--- config.mk ---
export PLATFORM = sky130hd
export DESIGN_NAME = nru_repl
export DESIGN_NICKNAME = d
export VERILOG_FILES = /design/src/rtl/nru_repl.sv
export SDC_FILE = /design/constraint.sdc
export NUM_CORES = 1
export LEC_CHECK = 0
export ABC_CLOCK_PERIOD_IN_PS = 6650
export BUFFER_PORTS_ARGS = -buffer_cell sky130_fd_sc_hd__buf_2
export CAP_MARGIN = 5
export CORE_MARGIN = 2
export CORE_UTILIZATION = 60
export DETAILED_ROUTE_END_ITERATION = 10
export GPL_TIMING_DRIVEN = 1
export PLACE_DENSITY = 0.74
export SYNTH_ARGS = -nofsm -noshare
export SYNTH_HDL_FRONTEND = slang
export SYNTH_SLANG_ARGS = --single-unit
--- constraint.sdc ---
create_clock -name clk -period 6.65 [get_ports clk]
set_input_delay 1.33 -clock clk [delete_from_list [all_inputs] [get_ports clk]]
set_output_delay 1.33 -clock clk [all_outputs]
set_load 0.05 [all_outputs]
--- src/rtl/nru_repl.sv ---
module nru_repl #(
  parameter int SETS = 16,
  parameter int WAYS = 4,
  parameter int MODE = 1,
  localparam int SET_W = $clog2(SETS),
  localparam int WAY_W = $clog2(WAYS)
) (
  input  logic             clk,
  input  logic             rst_n,
  input  logic             acc_vld,
  input  logic [SET_W-1:0] acc_set,
  input  logic [WAY_W-1:0] acc_way,
  input  logic             fill_vld,
  input  logic [SET_W-1:0] fill_set,
  input  logic [WAY_W-1:0] fill_way,
  input  logic             vic_req,
  input  logic [SET_W-1:0] vic_set,
  output logic [WAY_W-1:0] vic_way,
  input  logic [SET_W-1:0] rd_set,
  output logic [WAYS-1:0]  rd_bits
);
  localparam int GEN_W = 8;

  logic [WAYS-1:0] nru_q [SETS];
  logic [WAYS-1:0] nru_d [SETS];
  logic [WAY_W-1:0] start;
  logic [WAY_W-1:0] idx;
  logic found;

  wire [WAYS-1:0] cur = nru_q[vic_set];
  wire all_zero = (cur == '0);
  wire [WAYS-1:0] cand = all_zero ? {WAYS{1'b1}} : cur;

  assign rd_bits = nru_q[rd_set];

  generate
    if (MODE == 1) begin : g_rot
      logic [WAY_W-1:0] ptr_q [SETS];
      assign start = ptr_q[vic_set];
      always_ff @(posedge clk or negedge rst_n)
        if (!rst_n) for (int s = 0; s < SETS; s++) ptr_q[s] <= '0;
        else if (vic_req) ptr_q[vic_set] <= vic_way + 1'b1;
    end else if (MODE == 2) begin : g_rnd
      logic [GEN_W-1:0] gen_q;
      assign start = gen_q[WAY_W-1:0];
      always_ff @(posedge clk or negedge rst_n)
        if (!rst_n) gen_q <= GEN_W'(1);
        else gen_q <= {gen_q[6:0], gen_q[7] ^ gen_q[5] ^ gen_q[4] ^ gen_q[3]};
    end else begin : g_fix
      assign start = '0;
    end
  endgenerate

  always_comb begin
    vic_way = '0;
    found = 1'b0;
    idx = '0;
    for (int k = 0; k < WAYS; k++) begin
      idx = start + WAY_W'(k);
      if (!found && cand[idx]) begin
        vic_way = idx;
        found = 1'b1;
      end
    end
  end

  always_comb begin
    for (int s = 0; s < SETS; s++) begin
      nru_d[s] = nru_q[s];
      if (vic_req && vic_set == SET_W'(s) && all_zero) nru_d[s] = {WAYS{1'b1}};
      if (acc_vld && acc_set == SET_W'(s)) nru_d[s][acc_way] = 1'b0;
      if (fill_vld && fill_set == SET_W'(s)) nru_d[s][fill_way] = 1'b0;
    end
  end

  always_ff @(posedge clk or negedge rst_n)
    if (!rst_n) for (int s = 0; s < SETS; s++) nru_q[s] <= {WAYS{1'b1}};
    else for (int s = 0; s < SETS; s++) nru_q[s] <= nru_d[s];
endmodule

==> flow_metrics.py, run 1 <==
metrics = {
    "worst_setup_path": {
        "required_ps": 5320,
        "worst_setup_path_end_kind": "primary output",
        "critical_path_class": "in -> out",
        "cp_max_fo": 28,
        "critPathArrivalTime_ps": 4060,
        "r2r-start": "nru_q[59]",
        "r2r_cells": 7,
        "critPathLaunch": "vic_set[0]",
        "cp-start-kind": "input port",
    },
    "timing": {
        "drv_slew": 0,
        "period_share_pct": 81.0,
        "clock_skew_ps": 12.0,
        "fin_setup_tns_ps": 0,
        "fin_crit_ps": 5390,
        "max_freq_mhz": 186,
        "hold_violations": 0,
        "grt_setup_unrepaired": "false",
        "finalSetupViolCount": 0,
        "timing_worst_slew_pin_value_ps": 1150,
        "maxSlewHeadroom_pct": 22.6,
    },
    "placed_design": {
        "port_buffers": 30,
        "placed_area_sq_mm": 0.00584,
        "gp_congestion": 0.976,
        "place_hpwl_microns": 11400,
    },
    "die": {
        "die_w_microns": 101,
        "die_y_microns": 101,
        "coreArea_sq_mm": 0.00924,
        "num_rows": 35,
        "io_pins": 31,
        "dieArea_sq_mm": 0.0103,
        "start_util_pct": 61.7,
    },
    "power_and_ir_drop": {
        "p_seq_share_pct": 44.2,
        "swShare_pct": 39.7,
        "peakVddDrop_mv": 0.236,
        "power.internal_uw": 1670,
        "combPwrFrac_pct": 41.4,
        "power_uw": 2760,
        "power_density_mw_per_mm2": 457,
        "power_switching_uw": 1100,
        "pwr-share-clk_pct": 14.4,
        "leakagePower_uw": 0.00219,
    },
    "drt": {
        "vias": 4977,
        "postRouteAntennaNets": 0,
        "dr.pass1.iters": 6,
        "avgRoutedWirePerCell_microns": 26.5,
        "drtIter0Drc": 793,
        "drc": 0,
        "via_per_inst": 7.67,
        "routed_wl_microns": 17200,
    },
    "clocking": {
        "cts_tree": "built",
        "postCtsSetupRepairBufs": 0,
        "clock_latency_ps": 370,
        "cts-htree-levels": 3,
        "cts_max_path_buffers": 2,
        "cts_hold_buf": 0,
        "ctsResizeCount": 0,
        "cts_root_buffer": "clkbuf_8",
        "cts.clk_slew.worst_paths_ps": 100,
        "cts_buffers": 9,
        "cts_sinks": 96,
    },
    "yosys": {
        "syn_avg_cell_area_sq_um": 11.4,
        "seq_area_frac_synth_pct": 43.6,
        "synth_mux_area_share_pct": 18.4,
        "synth_ff_type": "dfstp_2",
        "synth-simple-area-share_pct": 12.8,
        "yosysUniqueCellTypes": 36,
        "synth_top_family_by_area": "compound AO/OA/AOI/OAI gates",
        "synth-adder-area-share_pct": 0,
        "synth_xor_area_share_pct": 0.154,
        "synth_fp_nets": 526,
        "synth_compound_area_share_pct": 20.6,
        "postSynthRegisterBits": 96,
        "syn_area_sq_mm": 0.00570,
        "yosys_warnings": 0,
        "synth_edf_count": 0,
        "synthArstFlopShare_pct": 100,
        "syn_inst": 501,
    },
    "flow_run": {
        "maxCapViolCount": 0,
    },
    "grt": {
        "grtUsageTotal_pct": 35.0,
        "busiest_layer": "met2",
        "grt_max_degree": 67,
        "first_global_vias": 4751,
        "use_met1_pct": 50.3,
        "antenna_found_initial": 0,
        "use_met3_pct": 8.07,
        "grt_pass1_wl_microns": 26900,
        "grtUsageMet2_pct": 52.2,
        "grt_overflow": 0,
    },
    "cells_and_area": {
        "drive_gt1_share_pct": 29.4,
        "multi_input_area_sq_mm": 0.00296,
        "nets": 540,
        "syn_to_final_growth_pct": 6.06,
        "design_area_sq_mm": 0.00604,
        "diodes": 0,
        "regArea_sq_mm": 0.00248,
        "fillers": 702,
    },
    "min_path": {
        "hold_path_depth": 2,
        "hold_start": "nru_q[62]",
        "hold_path_class": "reg -> reg",
    },
    "run_status": {
        "run_status": "completed",
    },
}
## final cells by class
cell class | count | share of cell area, %
multi-input cells | 367 | 49.0
flip-flops and latches | 96 | 41.1
repair buffers | 41 | 3.89
clock buffers | 13 | 3.00
well taps | 129 | 2.67
clock inverters | 3 | 0.352
## worst max-delay path, stage by stage
cell	delay (ps)
buf_2	640
mux4_1	670
nand2_1	110
and4_1	360
a21oi_1	120
o21bai_1	170
buf_4	250
and2_1	150
buf_2	250
## logic make-up after synthesis
family / after synthesis
compound gates: 174
xor+xnor: 1
buf+inv: 38
flops: 96
mux: 44
simple gates: 148
## routing by layer
metal / vias to the layer above / share of wire [%] / routed length (microns)
li1: 2058 / - / -
met5: - / 0.33 / 57
met4: 2 / 4.2 / 722
met2: 407 / 45 / 7820
met3: 83 / 12 / 2070
met1: 2427 / 38 / 6520
## synth_stat cells, types with 2 or more instances
library cell    n  share of area [%]
a21oi_1        67                5.9
a221oi_1       65                 10
a22oi_1         4               0.53
a31oi_1        33                3.6
and2_1          4               0.44
and4_1          4               0.61
buf_1           6               0.40
buf_2           9               0.79
buf_4           3               0.40
buf_6           7                1.4
clkbuf_1        8               0.53
dfrtp_1        32                 14
dfstp_2        64                 30
dlygate4sd1_1   4               0.61
mux4_1         16                7.4
mux4_2         28                 11
nand2_1        23                1.5
nand2b_1        7               0.77
nand3_1         5               0.44
nand3b_1        4               0.53
nand4_1         3               0.33
nor2_1         67                4.4
nor2b_1         6               0.66
nor3_1         16                1.4
nor4_1          2               0.22
o21ai_0         2               0.18
or3b_2          3               0.46
## power by group through the flow
stage                     combinational [uW]  sequential [uW]  clock [uW]
after global routing                    1220             1250         426
final                                   1140             1220         397
after global placement                  1080             1200           0
after detailed placement                1110             1210           0
after CTS                               1120             1210         397
after floorplan                          920             1110           0
## flip-flops by register name, summed over array words and instances, names as in the netlist
name	flops
nru_q	64
g_rot.ptr_q	32
## path summary, 6_finish.rpt
kind,endpoint,slack [ps]
max,vic_way[0],1260
min,nru_q[62],560
max reg2reg,nru_q[28],3890
min reg2reg,nru_q[62],560
max in group asynchronous,g_rot.ptr_q[26],4650
min in group asynchronous,g_rot.ptr_q[18],870
## through the flow
stage               worst slack (ps)  utilization (%)  instances  hold WS (ps)
floorplan                       1720                -        501           510
global placement                1430             63.2        633           525
detailed placement              1330             63.2        633           528
CTS                             1300             65.4        649           548
global route                    1130             65.4        649           565
finish                          1260             65.4        649           557
## cell usage in the layout, fill, tap and decap left out, types with 2 or more instances in the layout
| cell type | count |
|---|---|
| dfstp_2 | 64 |
| clkinvlp_4 | 2 |
| nand3_1 | 5 |
| clkbuf_1 | 2 |
| nor2_1 | 67 |
| a22oi_1 | 4 |
| nor2b_1 | 6 |
| nor4_1 | 2 |
| or3b_2 | 3 |
| a31oi_1 | 33 |
| and2_1 | 4 |
| clkbuf_8 | 9 |
| nand4_1 | 3 |
| mux4_1 | 16 |
| nand3b_1 | 4 |
| a221oi_1 | 65 |
| clkbuf_16 | 2 |
| dfrtp_1 | 32 |
| and4_1 | 4 |
| nand2b_1 | 7 |
| a21oi_1 | 67 |
| nor3_1 | 16 |
| buf_4 | 12 |
| nand2_1 | 23 |
| buf_2 | 29 |
| mux4_2 | 28 |
| o21ai_0 | 2 |
Note: power is estimated with default switching activity, not from simulation.
==> run 2: changes to the inputs <==
==> config.mk (replaced) <==
export PLATFORM = sky130hd
export DESIGN_NAME = nru_repl
export DESIGN_NICKNAME = d
export VERILOG_FILES = /design/src/rtl/nru_repl.sv
export SDC_FILE = /design/constraint.sdc
export NUM_CORES = 1
export LEC_CHECK = 0
export ABC_CLOCK_PERIOD_IN_PS = 4550
export BUFFER_PORTS_ARGS = -buffer_cell sky130_fd_sc_hd__buf_2
export CAP_MARGIN = 5
export CORE_MARGIN = 2
export CORE_UTILIZATION = 56
export DETAILED_ROUTE_END_ITERATION = 10
export GPL_TIMING_DRIVEN = 1
export PLACE_DENSITY = 0.73
export SYNTH_ARGS = -nofsm -noshare
export SYNTH_HDL_FRONTEND = slang
export SYNTH_SLANG_ARGS = --single-unit
==> constraint.sdc (replaced) <==
create_clock -name clk -period 4.55 [get_ports clk]
set_input_delay 0.91 -clock clk [delete_from_list [all_inputs] [get_ports clk]]
set_output_delay 0.91 -clock clk [all_outputs]
set_load 0.05 [all_outputs]
==> run 2 against run 1 <==
Net effect: setup slack worse by 1000 ps; core utilization shrank 3.6 points; largest power group unchanged; largest cell class unchanged; wire length shrank 2.5%.
==> flow_metrics.py, run 2 (synthesized netlist as in run 1, its figures left out) <==
metrics = {
    "run_status": {
        "run_status": "completed",
    },
    "worst_setup_path": {
        "max_stage_delay_ps": 660,
        "worst_setup_path_end_kind": "primary output",
        "r2r_slack_ps": 2080,
        "cp_slowest_cell": "buf_2",
        "crit-reg2reg-capture": "nru_q[5]",
        "crit_family": "buffers and inverters",
        "r2r-start": "nru_q[27]",
        "cp-start-kind": "input port",
        "critical_path_class": "in -> out",
        "critPathArrivalTime_ps": 3420,
        "r2r_cells": 7,
        "crit_path_cell_trace": "buf_2 -> mux4_1 -> nand2_1 -> and4_1 -> a21oi_1 -> o21bai_1 -> and2_1 -> buf_2",
        "cp_max_fo": 28,
        "required_ps": 3640,
        "cp.buffers_inverters": 2,
        "path_common_cell": "buf_2",
    },
    "die": {
        "dieArea_sq_mm": 0.0110,
        "coreArea_sq_mm": 0.00982,
        "io_pins": 31,
        "start_util_pct": 58.0,
        "die_y_microns": 105,
        "die_w_microns": 105,
        "num_rows": 36,
    },
    "drt": {
        "vias": 4853,
        "top_layer": "met4",
        "wl_met1_microns": 6540,
        "route.met3.wl_microns": 1870,
        "via_per_inst": 7.38,
        "avgRoutedWirePerCell_microns": 25.5,
        "wl_met2_microns": 7780,
        "routed_wl_microns": 16800,
        "dr.pass1.iters": 6,
        "drc": 0,
        "drtIter0Drc": 694,
        "postRouteAntennaNets": 0,
    },
    "placed_design": {
        "gp_congestion": 0.994,
        "place_hpwl_microns": 11300,
        "placed_area_sq_mm": 0.00590,
        "port_buffers": 30,
        "placed_cells": 642,
    },
    "cells_and_area": {
        "regArea_sq_mm": 0.00248,
        "layout.cells.non_filler": 658,
        "reg_top3": "nru_q: 64 flops, g_rot.ptr_q: 32 flops",
        "diodes": 0,
        "regMostFlops": "nru_q",
        "syn_to_final_growth_pct": 6.45,
        "nets": 545,
        "fillers": 840,
        "largest_register_ffs": 64,
        "multi_input_area_sq_mm": 0.00296,
        "final_cell_mix": "nor2_1 (67), a21oi_1 (67), a221oi_1 (65), dfstp_2 (64), a31oi_1 (33)",
        "design_area_sq_mm": 0.00607,
        "drive_gt1_share_pct": 29.5,
    },
    "grt": {
        "grt_max_degree": 65,
        "grt_overflow": 0,
        "grtUsageTotal_pct": 31.4,
        "antenna_found_initial": 0,
        "grt_pass1_wl_microns": 26200,
        "first_global_vias": 4664,
    },
    "clocking": {
        "cts.clk_slew.worst_paths_ps": 80,
        "cts_sinks": 96,
        "cts_max_path_buffers": 2,
        "clock_latency_ps": 370,
        "ctsResizeCount": 0,
        "cts_buffers": 9,
        "cts_hold_buf": 0,
        "postCtsSetupRepairBufs": 0,
        "cts_root_buffer": "clkbuf_8",
        "cts-htree-levels": 3,
        "cts_tree": "built",
    },
    "timing": {
        "hold_violations": 0,
        "maxSlewHeadroom_pct": 33.1,
        "finalSetupViolCount": 0,
        "grt_setup_unrepaired": "false",
        "max_freq_mhz": 231,
        "fin_crit_ps": 4330,
        "whs_ps": 546,
        "timing_worst_slew_pin_value_ps": 994,
        "period_share_pct": 95.2,
        "fin_setup_tns_ps": 0,
        "drv_slew": 0,
        "clock_skew_ps": 7.98,
    },
    "power_and_ir_drop": {
        "leakagePower_uw": 0.00221,
        "power_density_mw_per_mm2": 655,
        "peakVddDrop_mv": 0.390,
    },
    "min_path": {
        "min_to": "nru_q[15]",
        "hold_path_class": "reg -> reg",
        "hold_path_depth": 2,
        "hold_start": "nru_q[15]",
    },
    "flow_run": {
        "maxCapViolCount": 0,
    },
}
==> run 2: cell types whose count changed in the layout (fill, tap and decap cells not counted), sizes merged <==
cell	delta
buf	+5
clkbuf	+3
clkinvlp	-2
inv	-1
==> run 2: per-layer routing <==
layer	GRT usage (%)	vias up
met5	0	-
met4	12.7	0
met3	7.24	51
met2	48.2	353
met1	43.5	2382
li1	-	2067
==> run 2: how the worst max path moves through the flow <==
stage                     slack (ps)    endpoint       start  cells after the start
final                            220  vic_way[0]  vic_set[0]                      8
after global routing              90  vic_way[0]  vic_set[0]                      8
after CTS                        250  vic_way[0]  vic_set[0]                      8
after detailed placement         260  vic_way[0]  vic_set[0]                      8
after global placement           330  vic_way[0]  vic_set[0]                      8
after floorplan                  460  vic_way[1]  vic_set[0]                      8
==> run 2: report_power, final <==
| part | switching (uW) | internal, uW | total, uW |
|---|---|---|---|
| clock | 282 | 231 | 513 |
| combinational | 954 | 735 | 1690 |
| sequential | 316 | 1460 | 1770 |
==> run 2: cell type report <==
cell class / instances / area share (%)
Sequential cell: 96 / 40.9
Multi-Input combinational cell: 367 / 48.8
Timing Repair Buffer: 46 / 4.70
Tap cell: 133 / 2.74
Clock buffer: 16 / 2.80
==> run 2: metrics by stage <==
step                      worst slack, ps  utilization, %  total power (uW)
after detailed placement              256            60.1              3410
after floorplan                       462               -              2970
after global placement                335            60.1              3350
final                                 219            61.8              3980
after CTS                             246            61.8              3940
after global routing                 93.2            61.8              4190
==> run 2: worst min-delay path, cell delays in order (launching register included) <==
cell	delay, ps
dfstp_2	380
a21oi_1	110
a221oi_1	60
==> run 3: changes to the inputs <==
==> constraint.sdc (replaced) <==
create_clock -name clk -period 4.55 [get_ports clk]
set_input_delay 0.91 -clock clk [delete_from_list [all_inputs] [get_ports clk]]
set_output_delay 0.91 -clock clk [all_outputs]
set_load 0.02 [all_outputs]
==> run 3 against run 2 <==
Net effect: clock skew is 6.9 ps higher; fmax grew 2.5%; highest routed layer unchanged; global-route usage barely moved; setup slack improved by 100 ps; clock power grew 13%; combinational power fell by 5%; first-iteration DRC count shrank 4.2%; register-to-register slack worse by 150 ps.
==> flow_metrics.py, run 3 (synthesized netlist as in run 1, its figures left out) <==
metrics = {
    "grt": {
        "grt_pass1_wl_microns": 26300,
        "grtUsageTotal_pct": 31.5,
        "grt_overflow": 0,
        "grt_max_degree": 70,
        "first_global_vias": 4698,
        "antenna_found_initial": 0,
    },
    "placed_design": {
        "placed_area_sq_mm": 0.00588,
        "place_hpwl_microns": 11300,
        "port_buffers": 30,
        "gp_congestion": 0.960,
    },
    "cells_and_area": {
        "syn_to_final_growth_pct": 6.92,
        "drive_gt1_share_pct": 30.3,
        "reg_top3": "nru_q: 64 flops, g_rot.ptr_q: 32 flops",
        "regMostFlops": "nru_q",
        "diodes": 0,
        "nets": 544,
        "largest_register_ffs": 64,
        "design_area_sq_mm": 0.00609,
        "final_cell_mix": "nor2_1 (67), a21oi_1 (67), a221oi_1 (65), dfstp_2 (64), a31oi_1 (33)",
        "utilization_pct": 62.1,
    },
    "run_status": {
        "run_status": "completed",
    },
    "clocking": {
        "ctsResizeCount": 0,
        "cts_buffers": 9,
        "cts_root_buffer": "clkbuf_8",
        "cts-htree-levels": 3,
        "cts_hold_buf": 0,
        "clock_latency_ps": 380,
        "cts_sinks": 96,
        "cts_max_path_buffers": 2,
        "cts.clk_slew.worst_paths_ps": 100,
        "cts_tree": "built",
        "postCtsSetupRepairBufs": 0,
    },
    "die": {
        "coreArea_sq_mm": 0.00982,
        "start_util_pct": 58.0,
        "die_w_microns": 105,
        "dieArea_sq_mm": 0.0110,
        "num_rows": 36,
        "die_y_microns": 105,
        "io_pins": 31,
    },
    "worst_setup_path": {
        "worst_setup_path_end_kind": "primary output",
        "cp-start-kind": "input port",
        "path_common_cell": "buf_2",
        "critPathArrivalTime_ps": 3320,
        "critical_path_class": "in -> out",
        "crit_family": "buffers and inverters",
        "required_ps": 3640,
        "cp_slowest_cell": "mux4_1",
        "max_stage_delay_ps": 660,
        "cp_max_fo": 28,
        "crit_path_cell_trace": "buf_2 -> mux4_1 -> nand2_1 -> and4_1 -> a21oi_1 -> o21bai_1 -> and2_1 -> buf_2",
        "cp.buffers_inverters": 2,
    },
    "drt": {
        "via_per_inst": 7.39,
        "postRouteAntennaNets": 0,
        "routed_wl_microns": 16700,
        "drc": 0,
        "drtIter0Drc": 665,
        "dr.pass1.iters": 5,
        "vias": 4855,
        "avgRoutedWirePerCell_microns": 25.3,
    },
    "timing": {
        "grt_setup_unrepaired": "false",
        "hold_violations": 0,
        "timing_worst_slew_pin_value_ps": 993,
        "fin_setup_tns_ps": 0,
        "clock_skew_ps": 14.9,
        "whs_ps": 436,
        "finalSetupViolCount": 0,
        "fin_crit_ps": 4230,
        "period_share_pct": 92.9,
        "max_freq_mhz": 237,
        "drv_slew": 0,
        "maxSlewHeadroom_pct": 33.2,
    },
    "flow_run": {
        "maxCapViolCount": 0,
    },
    "power_and_ir_drop": {
        "power_density_mw_per_mm2": 647,
        "leakagePower_uw": 0.00223,
        "peakVddDrop_mv": 0.298,
    },
    "min_path": {
        "hold_path_class": "in -> async",
    },
}
[run 3: changes by cell type in the layout (fill, tap and decap cells not counted)]
| cell | delta |
|---|---|
| clkbuf_1 | -5 |
| clkbuf_8 | -1 |
| buf_4 | -1 |
| clkbuf_16 | +1 |
| inv_6 | +4 |
| inv_4 | +1 |
[run 3: routing by layer]
| layer | track usage [%] | vias up | part of all wire (%) |
|---|---|---|---|
| met1 | 43.6 | 2386 | 40 |
| met5 | 0 | - | 0 |
| met3 | 7.92 | 63 | 10 |
| met4 | 10.4 | 0 | 3.4 |
| met2 | 48.8 | 340 | 47 |
| li1 | - | 2066 | - |
[run 3: per-stage QoR]
stage	power, uW	cells	setup WS (ps)
2_1_floorplan	2880	501	707
3_3_place_gp	3260	640	423
3_5_place_dp	3310	640	353
4_1_cts	3900	656	342
5_1_grt	4150	657	146
6_report	3940	657	322
[run 3: worst reg2reg max path, delay by kind of cell, from the launching register on]
family / cells / cell delay, ps
flip-flops: 1 / 410
multiplexers: 1 / 500
AO/OA/AOI/OAI: 3 / 830
buffers and inverters: 1 / 290
AND/OR/NAND/NOR: 2 / 420
[run 3: cell type report]
| type | count | area [sq um] |
|---|---|---|
| multi-input cells | 367 | 2960 |
| fillers | 856 | 3730 |
| repair buffers | 45 | 278 |
| clock buffers | 11 | 163 |
| clock inverters | 5 | 41.3 |
| flip-flops and latches | 96 | 2480 |
| well taps | 133 | 166 |
[run 3: where the power goes]
group | switching [uW] | internal [uW] | total [uW]
Combinational | 871 | 727 | 1600
Clock | 324 | 256 | 580
Sequential | 307 | 1460 | 1760
Total | 1500 | 2440 | 3940
[run 3: final timing paths]
path | startpoint | endpoint | slack, ps | depth (start not counted)
max | vic_set[0] | vic_way[0] | 320 | 8
min | rst_n | g_rot.ptr_q[24] | 440 | 1
max reg2reg | nru_q[45] | g_rot.ptr_q[25] | 1930 | 7
min reg2reg | nru_q[61] | nru_q[61] | 550 | 2
max in group asynchronous | rst_n | g_rot.ptr_q[18] | 2960 | 2
min in group clk | nru_q[61] | nru_q[61] | 550 | 2
